`src/rtl/wdt_edge_pkg.sv`:
```
package wdt_edge_pkg;
   // bits needed to count the values 0 .. n-1, never less than one
   function automatic int bits_for(input int n);
      return (n <= 2) ? 1 : $clog2(n);
   endfunction
endpackage

```
`src/rtl/wdt_hb_sync.sv`:
```
module wdt_hb_sync #(
   parameter int STAGES = 2
) (
   input  logic clk,
   input  logic rst_n,
   input  logic din,
   output logic dout
);
   logic [STAGES-1:0] chain;

   generate
      for (genvar i = 0; i < STAGES; i++) begin : g_stage
         if (i == 0) begin : g_first
            always_ff @(posedge clk or negedge rst_n)
               if (!rst_n) chain[0] <= 1'b0;
               else        chain[0] <= din;
         end else begin : g_next
            always_ff @(posedge clk or negedge rst_n)
               if (!rst_n) chain[i] <= 1'b0;
               else        chain[i] <= chain[i-1];
         end
      end
   endgenerate

   assign dout = chain[STAGES-1];
endmodule

```
`src/rtl/wdt_hb_qualify.sv`:
```
module wdt_hb_qualify
   import wdt_edge_pkg::*;
#(
   parameter int MIN_WIDTH = 5
) (
   input  logic clk,
   input  logic rst_n,
   input  logic level_in,
   output logic kick
);
   localparam int RUN_W = bits_for(MIN_WIDTH);
   localparam logic [RUN_W-1:0] RUN_LAST = RUN_W'(MIN_WIDTH - 1);

   logic             accepted;
   logic [RUN_W-1:0] run;

   always_ff @(posedge clk or negedge rst_n) begin
      if (!rst_n) begin
         accepted <= 1'b0;
         run      <= '0;
         kick     <= 1'b0;
      end else begin
         kick <= 1'b0;
         if (level_in == accepted) begin
            run <= '0;
         end else if (run == RUN_LAST) begin
            accepted <= level_in;
            run      <= '0;
            kick     <= 1'b1;
         end else begin
            run <= run + 1'b1;
         end
      end
   end
endmodule

```
`src/rtl/wdt_tick_gen.sv`:
```
module wdt_tick_gen
   import wdt_edge_pkg::*;
#(
   parameter int TICK_DIV = 4
) (
   input  logic clk,
   input  logic rst_n,
   output logic tick
);
   generate
      if (TICK_DIV == 1) begin : g_every_clock
         assign tick = 1'b1;
      end else begin : g_divider
         localparam int DIV_W = bits_for(TICK_DIV);
         localparam logic [DIV_W-1:0] DIV_LAST = DIV_W'(TICK_DIV - 1);
         logic [DIV_W-1:0] phase;
         assign tick = (phase == DIV_LAST);
         always_ff @(posedge clk or negedge rst_n)
            if (!rst_n)    phase <= '0;
            else if (tick) phase <= '0;
            else           phase <= phase + 1'b1;
      end
   endgenerate
endmodule

```
`src/rtl/wdt_timeout_ctr.sv`:
```
module wdt_timeout_ctr
   import wdt_edge_pkg::*;
#(
   parameter int TIMEOUT_TICKS = 1600,
   parameter int CNT_W         = bits_for(TIMEOUT_TICKS + 1)
) (
   input  logic             clk,
   input  logic             rst_n,
   input  logic             clear,
   input  logic             tick,
   output logic [CNT_W-1:0] count,
   output logic             expired
);
   localparam logic [CNT_W-1:0] TERM = CNT_W'(TIMEOUT_TICKS);

   assign expired = (count == TERM);

   always_ff @(posedge clk or negedge rst_n) begin
      if (!rst_n)              count <= '0;
      else if (clear)          count <= '0;
      else if (tick && !expired) count <= count + 1'b1;
   end
endmodule

```
`src/rtl/wdt_edge_guard.sv`:
```
module wdt_edge_guard
   import wdt_edge_pkg::*;
#(
   parameter int TICK_DIV      = 50000,
   parameter int TIMEOUT_TICKS = 1600,
   parameter int MIN_WIDTH     = 5,
   parameter int SYNC_STAGES   = 2
) (
   input  logic clk,
   input  logic rst_n,
   input  logic man_rst_n,
   input  logic supply_ok,
   input  logic wd_enable,
   input  logic heartbeat,
   output logic fault_n
);
   localparam int CNT_W = bits_for(TIMEOUT_TICKS + 1);

   generate
      if (TICK_DIV < 1)      begin : g_bad_div  $error("TICK_DIV must be at least 1");      end
      if (TIMEOUT_TICKS < 2) begin : g_bad_tmo  $error("TIMEOUT_TICKS must be at least 2"); end
      if (MIN_WIDTH < 2)     begin : g_bad_wid  $error("MIN_WIDTH must be at least 2");     end
      if (SYNC_STAGES < 2)   begin : g_bad_sync $error("SYNC_STAGES must be at least 2");   end
   endgenerate

   logic             hb_sync;
   logic             kick_pulse;
   logic             tick_pulse;
   logic             clear_cnt;
   logic [CNT_W-1:0] tcount;
   logic             expired_flag;

   wdt_hb_sync #(.STAGES(SYNC_STAGES)) u_sync (
      .clk(clk), .rst_n(rst_n), .din(heartbeat), .dout(hb_sync));

   wdt_hb_qualify #(.MIN_WIDTH(MIN_WIDTH)) u_qual (
      .clk(clk), .rst_n(rst_n), .level_in(hb_sync), .kick(kick_pulse));

   wdt_tick_gen #(.TICK_DIV(TICK_DIV)) u_tick (
      .clk(clk), .rst_n(rst_n), .tick(tick_pulse));

   // a kick outranks a tick that would reach the terminal count
   assign clear_cnt = kick_pulse | ~man_rst_n | ~supply_ok | ~wd_enable;

   wdt_timeout_ctr #(.TIMEOUT_TICKS(TIMEOUT_TICKS), .CNT_W(CNT_W)) u_ctr (
      .clk(clk), .rst_n(rst_n), .clear(clear_cnt), .tick(tick_pulse),
      .count(tcount), .expired(expired_flag));

   assign fault_n = supply_ok & ~expired_flag;
endmodule

```
`config.mk`:
```
export PLATFORM = sky130hd
export DESIGN_NAME = wdt_edge_guard
export DESIGN_NICKNAME = d
export VERILOG_FILES = /design/src/rtl/wdt_edge_pkg.sv /design/src/rtl/wdt_hb_sync.sv /design/src/rtl/wdt_hb_qualify.sv /design/src/rtl/wdt_tick_gen.sv /design/src/rtl/wdt_timeout_ctr.sv /design/src/rtl/wdt_edge_guard.sv
export SDC_FILE = /design/constraint.sdc
export NUM_CORES = 1
export LEC_CHECK = 0
export BUFFER_PORTS_ARGS = -buffer_cell sky130_fd_sc_hd__buf_2
export CORE_MARGIN = 4
export CORE_UTILIZATION = 60
export CTS_CLUSTER_DIAMETER = 200
export DETAILED_ROUTE_END_ITERATION = 6
export GPL_TIMING_DRIVEN = 1
export PLACE_DENSITY = 0.78
export SLEW_MARGIN = 20
export SYNTH_ARGS = -nofsm -noshare
export SYNTH_HDL_FRONTEND = slang
export SYNTH_SLANG_ARGS = --single-unit
```
`constraint.sdc`:
```
create_clock -name clk -period 4.8 [get_ports clk]
set_input_delay 0.96 -clock clk [delete_from_list [all_inputs] [get_ports clk]]
set_output_delay 0.96 -clock clk [all_outputs]
set_load 0.01 [all_outputs]
```
==> flow_summary_export.csv, run 1 <==
group,metric,value,unit
logic_synthesis,synth_area_leaders,"dfrtp_1 (50%), ha_1 (3.7%), xnor2_1 (3.6%)",
pwr,powerDensity,292,nW/um^2
routing,drt-vias-per-instance,6.34,
cts,clockBufferDepth,2,
worst_setup_path,critical_path.max_fanout,7,
floorplan,die_x,61.0,um
finish,diodes,0,
cts,cts-root-buf,"clkbuf_4",
floorplan,pin_count,7,
sta,maxSlewViolCount,0,
cts,clk_latency,0.34,ns
sta,finalCritPeriodShare,59.9,%
global_route,grt_pass1_wl,5.48,mm
floorplan,rows,18,
cts,cts_tree,"done",
sta,fin_skew,0.0102,ns
global_route,grt.overflow.total,0,
worst_setup_path,critPathCaptureType,"output port",
routing,ant_nets,0,
cts,cts_made_buffers,5,
logic_synthesis,synth.top_cells.by_count,"dfrtp_1 (34), nor2_1 (15), nand2_1 (9)",
logic_synthesis,syn_nets,171,
global_route,grt_usage,20.3,%
worst_setup_path,critPathRequiredTime,3.84,ns
floorplan,core_area,2590,sq um
logic_synthesis,synth_edf_count,0,
routing,drt_pass1_iterations,5,
logic_synthesis,synth_area,1690,sq um
worst_setup_path,crit_path_cell_trace,"nor4bb_1 -> nand4_1 -> and2_1 -> buf_2",
pwr,power_leakage,0.800,nW
logic_synthesis,netlist_instances,160,
cts,cts_max_level,2,
global_route,busiest_layer,"met2",
sta,hold_viol,0,
sta,tightest_slew,0.732,ns
worst_setup_path,critPathLaunchType,"register",
routing,vias,1261,
global_route,grt_util_met3,5.03,%
routing,routed_wl,3.02,mm
sta,rsz0062_at_grt,"false",
placement,dp_hpwl,2.11,mm
cts,cts.repair.resized,0,
global_route,gr-usage-met2,30.8,%
logic_synthesis,yosys_register_bits,34,
sta,min_period,2.87,ns
floorplan,die_height,61.0,um
cts,cts_num_sinks,34,
logic_synthesis,synth.avg_cell_area,10.5,sq um
pwr,ir_drop,288,uV
worst_setup_path,cp_data_arrival_time,1.91,ns
min_path,min_path_type,"reg -> reg",
sta,fmax,348,MHz
sta,slew-limit-headroom,51.2,%
logic_synthesis,yosysSeqAreaShare,50.4,%
finish,fillCellCount,208,
logic_synthesis,yosysWarnings,0,
logic_synthesis,synth_cell_types,40,
cts,cts_hold_buffers,0,
worst_setup_path,max_stage_delay,0.45,ns
worst_setup_path,crit_type,"reg -> out",
finish,fin_nets,179,
global_route,antenna_found_initial,0,
flow_run,cap_violations,0,
cts,post_cts_buffers,0,
placement,io_buffer_count,6,
global_route,use_met1,27.2,%
routing,drc_errors,0,
placement,gp_congestion,0.826,
finish,area_growth,6.15,%
routing,wl_per_cell,15.2,um
cts,clk_pin_slew_worst_paths,0.11,ns
floorplan,dieArea,3730,sq um
pwr,fin_total_pwr,0.523,mW
floorplan,start_util,65.2,%
sta,setup_tns,0,ns
global_route,first_global_vias,1221,
logic_synthesis,yosysMostFrequentCell,"dfrtp_1",
logic_synthesis,ys.flop_type,"dfrtp_1",
routing,drt_iter0_drc,123,
logic_synthesis,yosys.area.top_type_share,50.4,%
worst_setup_path,cpMaxStageDelayCell,"dfrtp_1",
logic_synthesis,async_flop_share,100,%
sta,setup_violations,0,
global_route,grt_max_degree,35,
finish,drive_gt1_share,12.4,%
run_status,status,"completed",
logic_synthesis,synth.largest_area_cell,"dfrtp_1",
-- final cells by class --
| cell class | instances | area, sq um | share of cell area [%] |
|---|---|---|---|
| Sequential cell | 34 | 851 | 47.5 |
| Multi-Input combinational cell | 114 | 783 | 43.7 |
| Clock buffer | 6 | 51.3 | 2.86 |
| Tap cell | 30 | 37.5 | 2.09 |
| Timing Repair Buffer | 6 | 30.0 | 1.68 |
| Inverter | 7 | 26.3 | 1.47 |
| Clock inverter | 2 | 12.5 | 0.698 |
-- final timing paths --
check / slack, ns / to / startpoint / cells after the start
max: 1.93 / fault_n / u_ctr.count[5] / 4
min: 0.37 / u_sync.dout / u_sync.chain[0] / 0
max reg2reg: 2.50 / u_ctr.count[7] / u_tick.g_divider.phase[0] / 5
min reg2reg: 0.37 / u_sync.dout / u_sync.chain[0] / 0
max in group asynchronous: 3.67 / u_ctr.count[3] / rst_n / 1
min in group asynchronous: 0.66 / u_ctr.count[2] / rst_n / 1
-- sequential cells by signal, indices dropped and copies added, names as in the netlist --
register	cells
u_qual.kick	1
u_qual.accepted	1
u_qual.run	3
u_sync.dout	1
u_sync.chain	1
u_ctr.count	11
u_tick.g_divider.phase	16
-- per-layer routing --
layer	wire (um)	up-vias	part of all wire, %
met4	34	0	1.1
met5	0	-	0
met3	114	4	3.8
met2	1480	24	49
met1	1390	624	46
li1	-	609	-
-- layout by cell type, fill, tap and decap left out, types with 2 or more instances in the layout --
cell	Yosys	final
dfrtp_1	34	34
ha_1	5	5
a21oi_1	8	8
and3_1	3	3
a41o_1	3	3
xnor2_1	7	7
inv_1	7	7
a31oi_1	3	3
o31ai_1	5	5
and4bb_2	2	2
buf_2	1	6
clkbuf_4	0	5
or4_1	5	5
and2_1	2	2
nand4_1	7	7
nor2_1	15	15
and4_1	2	2
nor3_1	2	2
nand3_1	8	8
nor4_1	2	2
nand4b_1	2	2
and4b_1	2	2
o21ai_0	3	3
nand2_1	9	9
xor2_1	6	6
-- cells by family (layout without fill, tap and decap cells) --
family | Yosys count | after routing | synth area share (%)
compound gates | 25 | 25 | 9.93
mux | 2 | 2 | 1.26
xor+xnor | 13 | 13 | 6.75
simple gates | 69 | 69 | 24.8
flops | 34 | 34 | 50.4
fa+ha+maj | 5 | 5 | 3.71
buf+inv | 12 | 21 | 3.19
-- power breakdown --
part	internal, mW	switching [mW]
Combinational	0.0202	0.0247
Sequential	0.300	0.00939
Clock	0.0704	0.0986
Total	0.390	0.133
-- worst max-delay path: cells and delay by family (launching register included) --
family | cells | cell delay [ns]
flops | 1 | 0.45
buf+inv | 1 | 0.13
simple gates | 3 | 0.99
-- per-stage QoR --
step | cells | hold slack (ns) | util [%] | worst slack [ns] | instance area [sq um]
global placement | 191 | 0.340 | 66.7 | 2.42 | 1730
finish | 199 | 0.371 | 69.2 | 1.93 | 1790
global route | 199 | 0.380 | 69.2 | 1.76 | 1790
CTS | 199 | 0.375 | 69.2 | 1.94 | 1790
floorplan | 160 | 0.331 | - | 2.57 | 1690
detailed placement | 191 | 0.343 | 66.7 | 2.34 | 1730
No activity file was read; power rests on OpenSTA's default activity.
==> run 2: changes to the inputs <==
ABC_AREA = 1   (was not set)
CORE_UTILIZATION = 55   (was 60)
PLACE_DENSITY = 0.75   (was 0.78)
clock period = 2.4 ns   (was 4.8 ns; I/O delays follow)
==> run 2 against run 1 <==
Against the previous run:
- clock-buffer cell count unchanged
- via count up 30%
- total power rose by 96%
- clock skew increased by 0.00087 ns
- synthesized area rose by 17%
- final area is 15% higher
- setup slack got worse by 1.7 ns
- non-clock buffer count is the same
- utilization fell by 8.3 points
- routed wire length increased by 17%
==> flow_summary_export.csv, run 2 <==
group,metric,value,unit
pwr,power_leakage,1.02,nW
logic_synthesis,yosysMostFrequentCell,"nand2_1",
worst_setup_path,critPathRequiredTime,1.92,ns
routing,wl_per_cell,11.2,um
worst_setup_path,max_stage_delay,0.42,ns
worst_setup_path,timing.rr.end,"u_ctr.count[1]",
worst_setup_path,cpMaxStageDelayCell,"dfrtp_1",
routing,vias,1633,
finish,reg_top3,"u_tick.g_divider.phase: 16 flops, u_ctr.count: 11 flops, u_qual.run: 3 flops",
cts,cts_tree,"done",
placement,pre_cts_ws,0.636,ns
routing,ant_nets,0,
finish,drive_gt1_share,8.55,%
cts,cts_num_sinks,34,
logic_synthesis,async_flop_share,100,%
worst_setup_path,r2r_start,"u_tick.g_divider.phase[0]",
floorplan,rows,21,
floorplan,dieArea,4600,sq um
routing,drt_pass1_iterations,4,
finish,area_growth,4.90,%
sta,finalCritPeriodShare,89.4,%
worst_setup_path,critical_path.max_fanout,4,
sta,min_period,2.15,ns
sta,maxSlewViolCount,0,
run_status,status,"completed",
logic_synthesis,yosysSeqAreaShare,43.2,%
floorplan,die_height,67.8,um
worst_setup_path,worstRegToRegCells,9,
pwr,ir_drop,471,uV
placement,dpl_cell_area,2010,sq um
sta,fin_skew,0.0110,ns
pwr,powerDensity,496,nW/um^2
finish,layout_common_cells,"nand2_1 (56), nor2_1 (47), inv_1 (35)",
routing,drt-vias-per-instance,5.18,
global_route,grt_max_degree,35,
finish,top_register,"u_tick.g_divider.phase",
cts,cts_made_buffers,5,
global_route,use_met1,23.1,%
sta,setup_tns,0,ns
sta,setup_violations,0,
finish,final_common_cell,"nand2_1",
sta,whs,0.187,ns
worst_setup_path,cp_data_arrival_time,1.67,ns
global_route,gr-usage-met2,29.4,%
global_route,first_global_vias,1468,
global_route,grt_usage,18.2,%
finish,fin_nets,281,
finish,final_cell_area,2060,sq um
logic_synthesis,yosys.area.top_type_share,43.2,%
sta,fin_ws,0.254,ns
sta,fmax,466,MHz
global_route,grt_util_met3,5.42,%
sta,slew-limit-headroom,52.0,%
finish,fillCellCount,303,
cts,cts_max_level,2,
worst_setup_path,critPathCaptureType,"output port",
cts,cts.repair.resized,0,
worst_setup_path,worst-path-buf-inv,2,
routing,drc_errors,0,
global_route,antenna_found_initial,0,
placement,io_buffer_count,6,
logic_synthesis,syn_nets,274,
routing,routed_wl,3.53,mm
sta,rsz0062_at_grt,"false",
sta,hold_viol,0,
worst_setup_path,critPathLaunchType,"register",
routing,drt_iter0_drc,84,
logic_synthesis,synth_area_leaders,"dfrtp_1 (43%), nand2_1 (11%), nor2_1 (9.0%)",
logic_synthesis,synth_cell_types,25,
logic_synthesis,synth.top_cells.by_count,"nand2_1 (56), nor2_1 (47), inv_1 (35)",
floorplan,start_util,58.1,%
min_path,min_path_type,"in -> async",
floorplan,pin_count,7,
finish,fin_util,60.9,%
logic_synthesis,yosys_register_bits,34,
cts,clk_latency,0.33,ns
logic_synthesis,netlist_instances,263,
worst_setup_path,reg2reg_slack,0.72,ns
cts,clk_pin_slew_worst_paths,0.10,ns
floorplan,die_x,67.8,um
logic_synthesis,synth.largest_area_cell,"dfrtp_1",
cts,cts-root-buf,"clkbuf_4",
global_route,grt.overflow.total,0,
logic_synthesis,synth_edf_count,0,
logic_synthesis,synth.avg_cell_area,7.48,sq um
worst_setup_path,crit_path_cell_trace,"inv_1 -> ha_1 -> nand3_1 -> nor3_1 -> nor2_1 -> buf_2",
finish,largest_register_ffs,16,
cts,cts_hold_buffers,0,
placement,dp_hpwl,2.60,mm
cts,post_cts_buffers,0,
logic_synthesis,synth_area,1970,sq um
global_route,busiest_layer,"met2",
cts,clockBufferDepth,2,
placement,gp_congestion,0.846,
floorplan,core_area,3390,sq um
sta,tightest_slew,0.719,ns
worst_setup_path,crit_type,"reg -> out",
finish,diodes,0,
worst_setup_path,crit_family,"simple AND/OR/NAND/NOR gates",
flow_run,cap_violations,0,
global_route,grt_pass1_wl,6.20,mm
logic_synthesis,ys.flop_type,"dfrtp_1",
logic_synthesis,yosysWarnings,0,
run 2: changes by cell type in the layout (fill, tap and decap cells not counted), moves of 4 or more:
cell	before	now
or4_1	5	0
a21oi_1	8	1
inv_1	7	35
nand3_1	8	28
nor3_1	2	11
nand2_1	9	56
nor2_1	15	47
o31ai_1	5	0
xnor2_1	7	3
run 2: worst max-delay path by stage:
stage                     slack, ns       to  cells after the start      startpoint
after detailed placement       0.64  fault_n                      6  u_ctr.count[0]
final                          0.25  fault_n                      6  u_ctr.count[0]
after floorplan                0.92  fault_n                      5  u_ctr.count[0]
after CTS                      0.25  fault_n                      6  u_ctr.count[0]
after global placement         0.66  fault_n                      6  u_ctr.count[0]
after global routing           0.13  fault_n                      6  u_ctr.count[0]
run 2: metrics by stage:
step	cells	total power [mW]
detailed placement	309	0.729
floorplan	263	0.699
global placement	309	0.727
finish	315	1.02
CTS	315	1.04
global route	315	1.07
run 2: report_power, final:
group	total [mW]	switching, mW	leakage (nW)	internal, mW
Clock	0.307	0.176	0.0302	0.132
Sequential	0.621	0.0192	0.452	0.602
Combinational	0.0949	0.0575	0.533	0.0374
Total	1.02	0.252	1.02	0.771
run 2: kinds of logic after synthesis:
kind of cell	synth area share, %
AOI/OAI and AO/OA	2.48
xor gates and xnor gates	4.90
adders and majority gates	3.18
buffers and inverters	9.22
DFF	43.2
and+or+nand+nor	37.0
run 2: per-layer routing:
layer / vias to the layer above / wire length [um]
li1: 835 / -
met1: 765 / 1680
met2: 29 / 1660
met3: 4 / 148
met4: 0 / 41
met5: - / 0
run 2: final cells by class:
cell class | instances | area [sq um] | area share (%)
multi-input combinational | 186 | 936 | 45.3
inverter | 37 | 139 | 6.73
timing repair buffer | 6 | 30.0 | 1.45
clock buffer | 6 | 51.3 | 2.48
sequential | 34 | 851 | 41.2
tap | 46 | 57.6 | 2.79
==> run 3: changes to the inputs <==
CORE_ASPECT_RATIO = 0.5   (was not set)
TNS_END_PERCENT = 30   (was not set)
==> run 3 against run 2 <==
Against the previous run:
- final area increased by 2.2%
- highest routed layer unchanged
- largest cell class unchanged
- flip-flop and latch count did not move
- combinational power rose by 1%
- setup slack improved by 0.16 ns
- non-clock buffer count is the same
- via count down 1.2%
- final cell count up 2.2%
- sequential share of layout area shrank 0.90 points
- utilization rose by 0.55 points
==> flow_summary_export.csv, run 3 (same netlist as run 2, synthesis figures left out) <==
group,metric,value,unit
worst_setup_path,crit_type,"reg -> out",
pwr,fin_total_pwr,1.15,mW
flow_run,cap_violations,0,
finish,layout_common_cells,"nand2_1 (56), nor2_1 (47), inv_1 (35)",
floorplan,die_x,92.6,um
cts,clockBufferDepth,2,
pwr,power_frac_seq,53.9,%
global_route,antenna_found_initial,0,
cts,clk_pin_slew_worst_paths,0.07,ns
cts,cts-root-buf,"clkbuf_8",
pwr,p_int,0.871,mW
worst_setup_path,cpMaxStageDelayCell,"dfrtp_1",
worst_setup_path,critPathRequiredTime,1.92,ns
pwr,swShare,24.4,%
routing,drt-vias-per-instance,5.01,
pwr,power_leakage,1.03,nW
finish,fin_nets,281,
worst_setup_path,critPathCaptureType,"output port",
worst_setup_path,crit_path_cell_trace,"inv_1 -> ha_1 -> nand3_1 -> nor3_1 -> nor2_1 -> buf_2",
cts,clk_latency,0.29,ns
floorplan,pin_count,7,
sta,maxSlewViolCount,0,
routing,drt_pass1_iterations,4,
worst_setup_path,worst-path-buf-inv,2,
min_path,min_path_type,"in -> async",
cts,cts_max_level,2,
worst_setup_path,cp_data_arrival_time,1.50,ns
finish,diodes,0,
pwr,switching_power,0.282,mW
worst_setup_path,critPathLaunchType,"register",
finish,largest_register_ffs,16,
finish,area_growth,7.25,%
pwr,combPwrFrac,8.3,%
cts,cts_num_sinks,34,
pwr,p_clk_share,37.8,%
finish,final_common_cell,"nand2_1",
cts,cts.repair.resized,0,
sta,rsz0062_at_grt,"false",
sta,min_period,1.98,ns
worst_setup_path,critical_path.max_fanout,4,
global_route,grt_usage,18.0,%
finish,top_register,"u_tick.g_divider.phase",
sta,fin_skew,0.00432,ns
routing,drt_iter0_drc,45,
floorplan,rows,15,
sta,slew-limit-headroom,51.0,%
cts,cts_made_buffers,5,
routing,wl_per_cell,11.4,um
cts,cts_tree,"done",
cts,cts_hold_buffers,0,
sta,setup_violations,0,
routing,drc_errors,0,
sta,fmax,504,MHz
global_route,grt.overflow.total,0,
sta,whs,0.252,ns
routing,routed_wl,3.67,mm
sta,tightest_slew,0.735,ns
floorplan,die_height,50.3,um
sta,setup_tns,0,ns
global_route,grt_max_degree,35,
placement,gp_congestion,0.894,
sta,hold_viol,0,
finish,reg_top3,"u_tick.g_divider.phase: 16 flops, u_ctr.count: 11 flops, u_qual.run: 3 flops",
sta,finalCritPeriodShare,82.6,%
global_route,first_global_vias,1505,
pwr,powerDensity,546,nW/um^2
cts,post_cts_buffers,0,
floorplan,dieArea,4660,sq um
worst_setup_path,max_stage_delay,0.42,ns
run_status,status,"completed",
floorplan,start_util,57.3,%
worst_setup_path,crit_family,"simple AND/OR/NAND/NOR gates",
routing,ant_nets,0,
global_route,grt_pass1_wl,6.58,mm
pwr,ir_drop,243,uV
placement,dp_hpwl,2.65,mm
floorplan,core_area,3430,sq um
routing,vias,1614,
placement,io_buffer_count,6,
finish,drive_gt1_share,8.86,%
## run 3: cell types whose count changed in the layout (fill, tap and decap cells not counted), sizes merged
cell / delta
clkbuf: +1
clkinv: +1
## run 3: power groups by stage
stage               Combinational, mW  Sequential [mW]  Clock, mW
global route                    0.117            0.626      0.479
floorplan                      0.0703            0.628          0
CTS                            0.0989            0.622      0.449
detailed placement             0.0981            0.633          0
global placement               0.0938            0.630          0
finish                         0.0962            0.622      0.435
## run 3: final cells by class
type | instances | area, sq um
Inverter | 37 | 139
Fill cell | 293 | 1320
Clock buffer | 7 | 86.3
Clock inverter | 1 | 5.00
Multi-Input combinational cell | 186 | 936
Timing Repair Buffer | 6 | 30.0
Sequential cell | 34 | 851
Tap cell | 51 | 63.8
## run 3: worst paths after layout
kind | to | slack, ns | from | depth (start not counted)
min reg2reg | u_sync.dout | 0.36 | u_sync.chain[0] | 0
min in group clk | u_sync.chain[0] | 0.30 | heartbeat | 1
min | u_tick.g_divider.phase[3] | 0.25 | rst_n | 1
max reg2reg | u_ctr.count[1] | 0.69 | u_tick.g_divider.phase[0] | 9
max | fault_n | 0.42 | u_ctr.count[0] | 6
max in group asynchronous | u_ctr.count[8] | 1.68 | rst_n | 1
## run 3: metal layers
metal	track usage, %	wire length (um)	up-vias
li1	-	-	837
met1	23.3	1760	726
met2	28.9	1630	45
met3	4.94	211	6
met4	7.39	69	0
met5	0	0	-
## run 3: through the flow
step	instances	setup WS [ns]	util, %	cell area, sq um
final	322	0.416	61.5	2110
after CTS	322	0.380	61.5	2110
after global routing	322	0.256	61.5	2110
after floorplan	263	0.917	-	1970
after detailed placement	314	0.697	58.8	2020
after global placement	314	0.721	58.8	2020
